$ cat src/rtl/bt_pkg.sv
package bt_pkg;

    typedef enum logic [1:0] {
        K_NORMAL = 2'd0,
        K_CALL   = 2'd1,
        K_EXC    = 2'd2,
        K_NONE   = 2'd3
    } br_kind_e;

    typedef enum logic [1:0] {
        ST_WRAP,
        ST_FILL,
        ST_DRAIN,
        ST_HALT
    } cap_state_e;

endpackage

$ cat src/rtl/bt_filter.sv
module bt_filter
    import bt_pkg::*;
(
    input  logic       valid,
    input  logic [1:0] kind,
    input  logic       zero_disp,
    input  logic       from_reset,
    input  logic       keep_normal,
    input  logic       keep_call,
    input  logic       keep_exc,
    output logic       hit
);
    logic kind_on;

    always_comb begin
        unique case (br_kind_e'(kind))
            K_NORMAL: kind_on = keep_normal;
            K_CALL:   kind_on = keep_call;
            K_EXC:    kind_on = keep_exc;
            default:  kind_on = 1'b0;
        endcase
        hit = valid && kind_on && !zero_disp && !from_reset;
    end
endmodule

$ cat src/rtl/bt_ring.sv
module bt_ring #(
    parameter int ADDR_W = 32,
    parameter int DEPTH  = 8
) (
    input  logic                       clk,
    input  logic                       rst_n,
    input  logic                       clear,
    input  logic                       push,
    input  logic                       pop,
    input  logic                       allow_over,
    input  logic [ADDR_W-1:0]          wr_src,
    input  logic [ADDR_W-1:0]          wr_dst,
    input  logic [1:0]                 wr_kind,
    output logic [ADDR_W-1:0]          rd_src,
    output logic [ADDR_W-1:0]          rd_dst,
    output logic [1:0]                 rd_kind,
    output logic [$clog2(DEPTH+1)-1:0] count
);
    localparam int PW = (DEPTH > 1) ? $clog2(DEPTH) : 1;
    localparam int CW = $clog2(DEPTH + 1);
    localparam logic [CW-1:0] FULL_CNT = CW'(DEPTH);
    localparam logic [PW-1:0] LAST_PTR = PW'(DEPTH - 1);

    logic [ADDR_W-1:0] src_mem  [DEPTH];
    logic [ADDR_W-1:0] dst_mem  [DEPTH];
    logic [1:0]        kind_mem [DEPTH];
    logic [PW-1:0]     head_q, tail_q;

    logic full, empty, do_pop, do_push, overwrite;

    function automatic logic [PW-1:0] bump(input logic [PW-1:0] p);
        return (p == LAST_PTR) ? '0 : p + 1'b1;
    endfunction

    always_comb begin
        full      = (count == FULL_CNT);
        empty     = (count == '0);
        do_pop    = pop && !empty;
        do_push   = push && (!full || allow_over || do_pop);
        overwrite = do_push && full && !do_pop;
    end

    always_ff @(posedge clk or negedge rst_n) begin
        if (!rst_n) begin
            head_q <= '0;
            tail_q <= '0;
            count  <= '0;
            for (int i = 0; i < DEPTH; i++) begin
                src_mem[i]  <= '0;
                dst_mem[i]  <= '0;
                kind_mem[i] <= '0;
            end
        end else if (clear) begin
            head_q <= '0;
            tail_q <= '0;
            count  <= '0;
        end else begin
            if (do_push) begin
                src_mem[tail_q]  <= wr_src;
                dst_mem[tail_q]  <= wr_dst;
                kind_mem[tail_q] <= wr_kind;
                tail_q           <= bump(tail_q);
            end
            if (do_pop || overwrite) begin
                head_q <= bump(head_q);
            end
            if (do_push && !overwrite && !do_pop) begin
                count <= count + 1'b1;
            end else if (do_pop && !do_push) begin
                count <= count - 1'b1;
            end
        end
    end

    assign rd_src  = src_mem[head_q];
    assign rd_dst  = dst_mem[head_q];
    assign rd_kind = kind_mem[head_q];
endmodule

$ cat src/rtl/bt_ctrl.sv
module bt_ctrl
    import bt_pkg::*;
#(
    parameter int DEPTH = 8,
    parameter int FILLS = 4
) (
    input  logic                       clk,
    input  logic                       rst_n,
    input  logic                       cont_en,
    input  logic                       hit,
    input  logic                       rd_pop,
    input  logic [$clog2(DEPTH+1)-1:0] count,
    output logic                       push,
    output logic                       clear,
    output logic                       allow_over,
    output logic                       stall_req,
    output logic                       capture_done
);
    localparam int CW = $clog2(DEPTH + 1);
    localparam int FW = $clog2(FILLS + 1);
    localparam logic [CW-1:0] NEAR_FULL = CW'(DEPTH - 1);
    localparam logic [CW-1:0] ONE_LEFT  = CW'(1);
    localparam logic [FW-1:0] LAST_FILL = FW'(FILLS);

    cap_state_e state_q, state_d;
    logic [FW-1:0] fills_q;
    logic fill_ends, drain_ends;

    always_comb begin
        fill_ends  = hit && !rd_pop && (count == NEAR_FULL);
        drain_ends = rd_pop && (count == ONE_LEFT);
        state_d    = state_q;
        if (!cont_en) begin
            state_d = ST_WRAP;
        end else begin
            unique case (state_q)
                ST_WRAP:  state_d = ST_FILL;
                ST_FILL:  if (fill_ends) state_d = ST_DRAIN;
                ST_DRAIN: if (drain_ends)
                              state_d = (fills_q == LAST_FILL) ? ST_HALT : ST_FILL;
                ST_HALT:  state_d = ST_HALT;
                default:  state_d = ST_WRAP;
            endcase
        end
    end

    always_ff @(posedge clk or negedge rst_n) begin
        if (!rst_n) begin
            state_q <= ST_WRAP;
            fills_q <= '0;
        end else begin
            state_q <= state_d;
            if (state_d == ST_WRAP) begin
                fills_q <= '0;
            end else if (state_q == ST_FILL && state_d == ST_DRAIN) begin
                fills_q <= fills_q + 1'b1;
            end
        end
    end

    always_comb begin
        push         = 1'b0;
        clear        = 1'b0;
        allow_over   = 1'b0;
        stall_req    = 1'b0;
        capture_done = 1'b0;
        unique case (state_q)
            ST_WRAP: begin
                clear      = cont_en;
                push       = hit && !cont_en;
                allow_over = 1'b1;
            end
            ST_FILL:  push = hit;
            ST_DRAIN: stall_req = 1'b1;
            ST_HALT:  capture_done = 1'b1;
            default:  push = 1'b0;
        endcase
    end
endmodule

$ cat src/rtl/bt_trace_top.sv
module bt_trace_top #(
    parameter int ADDR_W = 32,
    parameter int DEPTH  = 8,
    parameter int FILLS  = 4
) (
    input  logic                       clk,
    input  logic                       rst_n,
    input  logic                       br_valid,
    input  logic [ADDR_W-1:0]          br_src,
    input  logic [ADDR_W-1:0]          br_dst,
    input  logic [1:0]                 br_kind,
    input  logic                       br_zero_disp,
    input  logic                       br_from_reset,
    input  logic                       keep_normal,
    input  logic                       keep_call,
    input  logic                       keep_exc,
    input  logic                       cont_en,
    input  logic                       rd_pop,
    output logic [ADDR_W-1:0]          rd_src,
    output logic [ADDR_W-1:0]          rd_dst,
    output logic [1:0]                 rd_kind,
    output logic [$clog2(DEPTH+1)-1:0] entry_count,
    output logic                       stall_req,
    output logic                       capture_done
);
    logic hit, push, clear, allow_over;

    bt_filter u_filter (
        .valid       (br_valid),
        .kind        (br_kind),
        .zero_disp   (br_zero_disp),
        .from_reset  (br_from_reset),
        .keep_normal (keep_normal),
        .keep_call   (keep_call),
        .keep_exc    (keep_exc),
        .hit         (hit)
    );

    bt_ctrl #(.DEPTH(DEPTH), .FILLS(FILLS)) u_ctrl (
        .clk          (clk),
        .rst_n        (rst_n),
        .cont_en      (cont_en),
        .hit          (hit),
        .rd_pop       (rd_pop),
        .count        (entry_count),
        .push         (push),
        .clear        (clear),
        .allow_over   (allow_over),
        .stall_req    (stall_req),
        .capture_done (capture_done)
    );

    bt_ring #(.ADDR_W(ADDR_W), .DEPTH(DEPTH)) u_ring (
        .clk        (clk),
        .rst_n      (rst_n),
        .clear      (clear),
        .push       (push),
        .pop        (rd_pop),
        .allow_over (allow_over),
        .wr_src     (br_src),
        .wr_dst     (br_dst),
        .wr_kind    (br_kind),
        .rd_src     (rd_src),
        .rd_dst     (rd_dst),
        .rd_kind    (rd_kind),
        .count      (entry_count)
    );
endmodule

$ cat config.mk
export PLATFORM = sky130hd
export DESIGN_NAME = bt_trace_top
export DESIGN_NICKNAME = d
export VERILOG_FILES = /design/src/rtl/bt_pkg.sv /design/src/rtl/bt_filter.sv /design/src/rtl/bt_ring.sv /design/src/rtl/bt_ctrl.sv /design/src/rtl/bt_trace_top.sv
export SDC_FILE = /design/constraint.sdc
export NUM_CORES = 1
export LEC_CHECK = 0
export BUFFER_PORTS_ARGS = -buffer_cell sky130_fd_sc_hd__buf_2
export CORE_AREA = 3 3 228 207
export CTS_BUF_LIST = sky130_fd_sc_hd__clkbuf_4 sky130_fd_sc_hd__clkbuf_8 sky130_fd_sc_hd__clkbuf_16
export DETAILED_ROUTE_END_ITERATION = 10
export DIE_AREA = 0 0 231 210
export GPL_TIMING_DRIVEN = 1
export PLACE_DENSITY = 0.85
export SYNTH_ARGS = -nofsm -noshare
export SYNTH_HDL_FRONTEND = slang
export SYNTH_SLANG_ARGS = --single-unit
$ cat constraint.sdc
create_clock -name clk -period 3.3 [get_ports clk]
set_clock_uncertainty 0.05 [all_clocks]
set_input_delay 0.99 -clock clk [delete_from_list [all_inputs] [get_ports clk]]
set_output_delay 0.99 -clock clk [all_outputs]
set_load 0.01 [all_outputs]
Word level (Yosys, flattened, before mapping)
Cells that the tools add are included.
Word-level totals
  input port bits: 76
  logic and storage cells: 127
  bits in registers: 543
Cells by class
  bitwise gates (word level): 3
  $add $sub $neg: 5
  order comparisons: 3
  equal/unequal tests: 12
  reductions and logical operators: 37
  multiplexer cells: 38
Operator list (number)
  256-bit bitwise mux: 2
  32-bit binary-select mux with 3-bit select: 2
  32-bit two-way mux: 5
  32-bit demux with 3-bit select: 1
  3-bit two-way mux: 8
  16-bit bitwise mux: 1
  1-bit logical AND: 16
  2-bit two-way mux: 7
  4-bit two-way mux: 3
  3-bit by 1-bit adder with 3-bit output, second input constant: 3
  3-bit == test, second input constant: 3
  1-bit zero test: 9
  2-bit == test, second input constant: 4
  4-bit >= comparator, second input constant: 2
  3-bit NOT with 4-bit output: 2
  2-bit case mux with 4 select lines: 1
  2-bit binary-select mux with 3-bit select: 1
  2-bit demux with 3-bit select: 1
  2-bit zero test: 3
  2-bit nonzero test: 3
  4-bit by 1-bit adder with 4-bit output, second input constant: 1
  2-bit by 1-bit == test with 1-bit output, second input constant: 2
  4-bit by 1-bit == test with 1-bit output, second input constant: 1
  4-bit by 3-bit == test with 1-bit output, second input constant: 1
  other kinds (11): 16

Longest topological paths before layout
Gate-level depths: netlist of the first run.
  word-level depth: 15
  depth in mapped cells: 9

Hierarchy
Synthesis of the first run repeated with hierarchy kept, for this count alone.
Second synthesis, totals
  cell total of the unflattened synthesis: 1475
  area total of the unflattened synthesis: 25919.9 sq um
By module, submodules not included
  bt_ring: area each 25550.8 sq um, instances 1, cells an instance 1434
  bt_ctrl: area each 336.6 sq um, instances 1, cells an instance 36
  bt_filter: area each 32.5 sq um, instances 1, cells an instance 5

Least setup slack after synthesis of the first run
Ideal clock, no wire load.
  kind: register to output
  from: reg u_ring.head_q[0]
  to: out rd_dst[10]
  cell stages (with the launch flop): 6
  data arrival time: 2.338 ns
  data required time: 2.260 ns
  buffers on the path: 3
  path slack: -0.078 ns
  cell sequence: dfrtp_1 > clkbuf_1 > clkbuf_1 > buf_1 > mux4_2 > mux2_2
Between the ends
  word-level cells in the longest chain between the ends: 4
Ends and longest elaborated chain
  start, declared: line bt_ring.sv:27  | logic [PW-1:0] head_q, tail_q;
  start signal, assigned: line bt_ring.sv:65  | head_q <= bump(head_q);
  3-bit NOT with 4-bit output (not written as such): line bt_ring.sv:76  | assign rd_dst = dst_mem[head_q];
  32-bit binary-select mux with 3-bit select: line bt_ring.sv:76
  32-bit two-way mux (not written as such) (2 in series): line bt_ring.sv:76
  end, declared: line bt_trace_top.sv:20  | output logic [ADDR_W-1:0] rd_dst,
No other way between the ends. The select of a mux whose other input is x is not followed.

Worst setup path in the final report of the first run
Ends and elaborated chain as after synthesis.

==> results of run 1 <==
## cell families after synthesis
logic type	count (synthesis)	share of synthesized area, %
muxes	728	39.9
DFF	543	55.2
adders and majority gates	9	0.457
AOI/OAI and AO/OA	23	0.696
xor gates and xnor gates	2	0.0712
buffers and inverters	104	2.16
and+or+nand+nor	62	1.50
## per-layer routing
metal / track usage, % / vias up / wire [um]
li1: - / 5919 / -
met1: 32.7 / 7645 / 24100
met2: 39.7 / 323 / 28400
met3: 4.50 / 75 / 2930
met4: 6.03 / 14 / 1040
met5: 0 / - / 89
## through the flow
stage               total power [mW]  utilization [%]  setup slack (ns)  instance area [um^2]  cells
floorplan                       10.1                -             0.186                 24600   1471
finish                          18.8             64.9            -0.140                 29300   2321
global route                    19.6             64.9            -0.195                 29300   2320
CTS                             18.9             64.6            -0.178                 29200   2315
detailed placement              11.8             59.1           -0.0297                 26700   2202
global placement                11.7             59.1            0.0306                 26700   2202
## area by class of cell
type                    instances  area [um^2]  area share (%)
diodes                          1         2.50         0.00853
clock buffers                  80         1650            5.64
clock inverters                17          138           0.469
inverters                       6         22.5          0.0768
multi-input cells             824        10700            36.6
flip-flops and latches        543        13600            46.4
well taps                     608          761            2.59
repair buffers                242         2430            8.28
## sequential cells by signal (all words and copies together) (netlist names)
| signal | count |
|---|---|
| u_ctrl.fills_q | 3 |
| u_ctrl.state_q | 2 |
| u_ring.count | 4 |
| u_ring.dst_mem | 256 |
| u_ring.head_q | 3 |
| u_ring.kind_mem | 16 |
| u_ring.src_mem | 256 |
| u_ring.tail_q | 3 |
## worst max path at each step
| stage | from | to | slack [ns] | cells after the start |
|---|---|---|---|---|
| after global routing | u_ring.head_q[0] | rd_src[23] | -0.19 | 5 |
| after CTS | u_ring.head_q[0] | rd_src[17] | -0.18 | 5 |
| after global placement | br_zero_disp | u_ring.src_mem[96] | 0.03 | 9 |
| after floorplan | u_ring.head_q[0] | rd_dst[10] | 0.19 | 5 |
| after detailed placement | br_zero_disp | u_ring.src_mem[101] | -0.03 | 9 |
| final | u_ring.head_q[0] | rd_dst[10] | -0.14 | 6 |
## worst reg2reg max path: stages (launching register included)
cell,delay [ns]
dfrtp_1,0.48
inv_1,0.08
ha_1,0.26
nand3b_1,0.11
a2bb2oi_1,0.27
buf_4,0.18
nand3_2,0.09
or4b_4,0.54
buf_4,0.26
mux2_4,0.34
## power by group through the flow
| stage | clock, mW | sequential (mW) | combinational (mW) |
|---|---|---|---|
| 2_1_floorplan | 0 | 7.37 | 2.75 |
| 4_1_cts | 6.25 | 7.43 | 5.18 |
| 5_1_grt | 6.53 | 7.49 | 5.60 |
| 3_5_place_dp | 0 | 7.55 | 4.25 |
| 6_report | 6.13 | 7.44 | 5.27 |
| 3_3_place_gp | 0 | 7.51 | 4.18 |
## cell usage in the layout (no fill, tap or decap), drive strengths merged, types with 2 or more instances in the layout
cell      synthesis  final
a211oi            2      2
a32oi             2      2
and2              3      3
and3              2      2
buf              61    239
clkbuf           37     83
clkinv            0     11
clkinvlp          0      2
dfrtp           543    543
ha                9      9
inv               6      9
mux2            594    594
mux2i             2      2
mux4            132    132
nand2            12     12
nand2b            5      5
nand3             9      9
nand3b            3      3
nor2              7      7
nor2b             4      4
nor3              7      7
o21ai             6      6
o21bai            3      3
or4b              3      3
## repair_timing
item,CTS,global route
hold endpoints to repair,0,0
setup buffers,10,4
cloned,6,3
setup endpoints to repair,65,66
resized for setup,82,15
==> results.json, run 1 <==
{
  "clk_path_buf_depth": 3,
  "start_util_pct": 54.5,
  "grt-ovfl-total": 0,
  "drc": 0,
  "arrival_ns": 2.40,
  "yosys-top-cells-area": "dfrtp_1 55%, mux2_2 25%, mux4_2 12%",
  "synthCells": 1471,
  "ys_top_cells_by_count": "554 x mux2_2, 543 x dfrtp_1, 132 x mux4_2, 40 x mux2_4, 37 x clkbuf_1",
  "clk_pin_slew_ns": 0.06,
  "syn_avg_cell_area_um2": 16.7,
  "synth_cell_types": 48,
  "num_rows": 74,
  "comb_power_share_pct": 28.0,
  "antenna_found_initial": 9,
  "run_status": "finished with violations",
  "min_period_over_period_pct": 104,
  "fin_hold_ws_ns": 0.222,
  "die-area_um2": 48500,
  "core-area_um2": 45200,
  "cp_slowest_stage_delay_ns": 0.48,
  "start_kind": "register",
  "drive_gt1_share_pct": 63.2,
  "post-dp-hpwl_um": 34100,
  "p_leak_nw": 14.2,
  "period_minus_slack_ns": 3.44,
  "grt.total_usage_pct": 23.7,
  "antenna_left": 0,
  "p_int_mw": 13.7,
  "setup-tns-final_ns": -6.27,
  "clkPwrFrac_pct": 32.5,
  "grt_pass1_vias": 15300,
  "synth.most_common_cell": "mux2_2",
  "hold_class": "input pin to async pin",
  "yosys.area.top_type": "dfrtp_1",
  "cts_sinks": 543,
  "synth_ff_type": "dfrtp_1",
  "grt_pass1_wl_um": 89700,
  "slew_violations": 0,
  "hold_violations": 0,
  "io_buffers": 147,
  "synth_fp_nets": 1556,
  "cp_num_buf_inv": 4,
  "violations": "setup timing",
  "gp_congestion": 0.787,
  "p_per_area_nw_per_um2": 643,
  "setup_viol_count_final": 66,
  "dieHeight_um": 210,
  "ir_drop_v": 0.000478,
  "setup_ws_ns": -0.140,
  "rsz0062_at_grt": "yes",
  "die_w_um": 231,
  "reg2reg_to": "u_ring.src_mem[154]",
  "crit_family": "multiplexers",
  "cp_max_fo": 9,
  "drt_iter0_drc": 872,
  "clkLatencyLatePin_ns": 0.60,
  "viasPerCell": 6.02,
  "max_cap_viol_count": 0,
  "num_vias": 14000,
  "async_flop_share_pct": 100,
  "synth_top_area_share_pct": 55.2,
  "p_sw_share_pct": 27.5,
  "cts_hold_buf": 0,
  "synth_seq_cells": 543,
  "routed_wl_um": 56600,
  "max_freq_mhz": 291,
  "cts_buffers": 54,
  "wl_per_cell_um": 24.4,
  "drt_pass1_iterations": 5,
  "crit_top_cell": "buf_12",
  "worst_pin_slew_ns": 0.699,
  "p_seq_share_pct": 39.5,
  "worstRegToRegCells": 9,
  "syn2layout_area_growth_pct": 19.1,
  "nets": 1756,
  "cts_max_level": 2,
  "cts_root_buf": "clkbuf_16",
  "slew_headroom_pct": 53.3,
  "worst_setup_path_end_kind": "output port",
  "ios": 148,
  "ys_warn_count": 0,
  "r2r_start": "u_ring.count[0]",
  "seq_area_frac_synth_pct": 55.2,
  "grt_max_degree": 89,
  "critical_path_class": "register to output port",
  "required_ns": 2.26,
  "r2r_slack_ns": 0.54,
  "cts_tree": "yes",
  "syn_area_um2": 24600,
  "path_cells": "buf_12 -> buf_12 -> buf_16 -> mux4_2 -> mux2_2 -> buf_2",
  "power_switching_mw": 5.18,
  "fillCellCount": 3039,
  "synth_edf_count": 0,
  "crit_path_top_delay_cell": "mux4_2"
}
Note: power is estimated with default switching activity, not from simulation.
==> inputs of run 2 (changes only) <==
--- a/config.mk
+++ b/config.mk
@@ -5,7 +5,7 @@
 export SDC_FILE = /design/constraint.sdc
 export NUM_CORES = 1
 export LEC_CHECK = 0
-export BUFFER_PORTS_ARGS = -buffer_cell sky130_fd_sc_hd__buf_2
+export BUFFER_PORTS_ARGS = -buffer_cell sky130_fd_sc_hd__buf_4
 export CORE_AREA = 3 3 228 207
 export CTS_BUF_LIST = sky130_fd_sc_hd__clkbuf_4 sky130_fd_sc_hd__clkbuf_8 sky130_fd_sc_hd__clkbuf_16
 export DETAILED_ROUTE_END_ITERATION = 10
==> run 2 against run 1 <==
Against the previous run: the flow still finishes with violations (setup timing); clock-buffer cell count shrank 10; non-clock buffer count fell by 2; via count grew 1.0%; clock power rose by 9.6%; hold slack better by 0.13 ns; final cell count barely moved; sequential power about the same; die area stayed put; first-iteration DRC count is 4.5% higher; flip-flop and latch count unchanged; utilization rose by 1.4 points; maximum frequency shrank 0.96%; largest cell class unchanged.
==> results.json, run 2 (synthesis results as in run 1) <==
{
  "drc": 0,
  "required_ns": 2.26,
  "period_minus_slack_ns": 3.47,
  "worst_setup_path_end_kind": "output port",
  "grt_pass1_vias": 15400,
  "num_vias": 14100,
  "layout_commonest_cell": "dfrtp_1",
  "top_regs": "u_ring.dst_mem x256, u_ring.src_mem x256, u_ring.kind_mem x16",
  "final_cell_mix": "540 x dfrtp_1, 495 x mux2_2, 132 x mux4_2",
  "p_sw_share_pct": 27.3,
  "drt-met1-wl_um": 25100,
  "p_per_area_nw_per_um2": 662,
  "fillCellCount": 2957,
  "violations": "setup timing",
  "clk_pin_slew_ns": 0.06,
  "ir_drop_v": 0.000480,
  "num_rows": 74,
  "worst_pin_slew_ns": 0.818,
  "run_status": "finished with violations",
  "io_buffers": 147,
  "max_freq_mhz": 288,
  "hold_class": "input pin to async pin",
  "syn2layout_area_growth_pct": 21.6,
  "cts_tree": "yes",
  "drive_gt1_share_pct": 63.2,
  "nets": 1754,
  "clkLatencyLatePin_ns": 0.60,
  "cts_hold_buf": 0,
  "wl_met2_um": 28500,
  "critical_path_class": "register to output port",
  "antenna_left": 0,
  "topRoutingLayerUsed": "met5",
  "fin_hold_ws_ns": 0.348,
  "clk_path_buf_depth": 3,
  "grt-ovfl-total": 0,
  "rsz0062_at_grt": "yes",
  "p_total_mw": 19.8,
  "min_period_over_period_pct": 105,
  "cts_buffers": 54,
  "p_seq_share_pct": 37.6,
  "wl_per_cell_um": 25.0,
  "start_util_pct": 54.5,
  "grt_pass1_wl_um": 90000,
  "cts_root_buf": "clkbuf_16",
  "hold_violations": 0,
  "grt.total_usage_pct": 23.7,
  "cts_sinks": 543,
  "cts_max_level": 2,
  "routed-wl-met3_um": 3120,
  "p_leak_nw": 14.4,
  "dieHeight_um": 210,
  "arrival_ns": 2.43,
  "power_switching_mw": 5.41,
  "viasPerCell": 6.08,
  "drt_iter0_drc": 911,
  "setup_ws_ns": -0.173,
  "clkPwrFrac_pct": 33.9,
  "drt_pass1_iterations": 5,
  "start_kind": "register",
  "max_cap_viol_count": 0,
  "comb_power_share_pct": 28.5,
  "post-dp-hpwl_um": 35000,
  "antenna_found_initial": 2,
  "grt_max_degree": 88,
  "setup-tns-final_ns": -8.77,
  "routed_wl_um": 58000,
  "setup_viol_count_final": 66,
  "die-area_um2": 48500,
  "r2r_slack_ns": 0.60,
  "core-area_um2": 45200,
  "slew_headroom_pct": 45.4,
  "die_w_um": 231,
  "p_int_mw": 14.4,
  "gp_congestion": 0.792,
  "slew_violations": 0,
  "ios": 148,
  "cp_max_fo": 7
}
## run 2: area by class of cell
type | instances | area [um^2] | share of cell area (%)
Inverter | 6 | 22.5 | 0.0752
Antenna cell | 1 | 2.50 | 0.00836
Sequential cell | 543 | 13600 | 45.4
Clock inverter | 30 | 439 | 1.47
Multi-Input combinational cell | 824 | 10800 | 36.0
Tap cell | 608 | 761 | 2.54
Timing Repair Buffer | 240 | 2840 | 9.48
Clock buffer | 70 | 1520 | 5.06
## run 2: worst paths after layout
kind,to,cells past startpoint,start
setup / recovery,rd_src[17],5,u_ring.head_q[0]
hold / removal,u_ring.dst_mem[72],1,rst_n
setup reg to reg,u_ring.dst_mem[254],8,u_ctrl.state_q[1]
hold reg to reg,u_ring.src_mem[187],1,u_ring.src_mem[187]
max in group asynchronous,u_ring.dst_mem[101],2,rst_n
min in group clk,u_ring.src_mem[187],1,u_ring.src_mem[187]
## run 2: metal layers
layer,GRT usage [%],up-vias
li1,-,5915
met1,33.6,7707
met2,38.8,394
met3,4.50,99
met4,5.66,2
met5,0,-
## run 2: timing repair
item                       4_1_cts  5_1_grt
gates cloned                     1        7
setup endpoints to repair       66       66
buffers inserted                10        3
gates resized for setup         40       98
## run 2: power by group through the flow
stage	logic, mW	clock network, mW	registers (mW)
2_1_floorplan	2.75	0	7.37
3_3_place_gp	4.39	0	7.61
3_5_place_dp	4.46	0	7.66
4_1_cts	4.93	6.82	7.47
5_1_grt	6.00	7.12	7.51
6_report	5.66	6.72	7.46
## run 2: critical path: stages, from the launching register on
cell       delay [ns]
dfrtp_4          0.51
buf_12           0.19
clkbuf_16        0.18
mux4_2           0.50
mux2_4           0.31
buf_6            0.13
## run 2: metrics by stage
stage | util, % | area (um^2) | cells | worst slack, ns
after floorplan | - | 24600 | 1471 | 0.186
after global placement | 60.0 | 27100 | 2200 | 0.0283
after detailed placement | 60.0 | 27100 | 2200 | 0.0281
after CTS | 65.0 | 29300 | 2311 | -0.183
after global routing | 66.3 | 29900 | 2321 | -0.248
final | 66.3 | 29900 | 2322 | -0.173
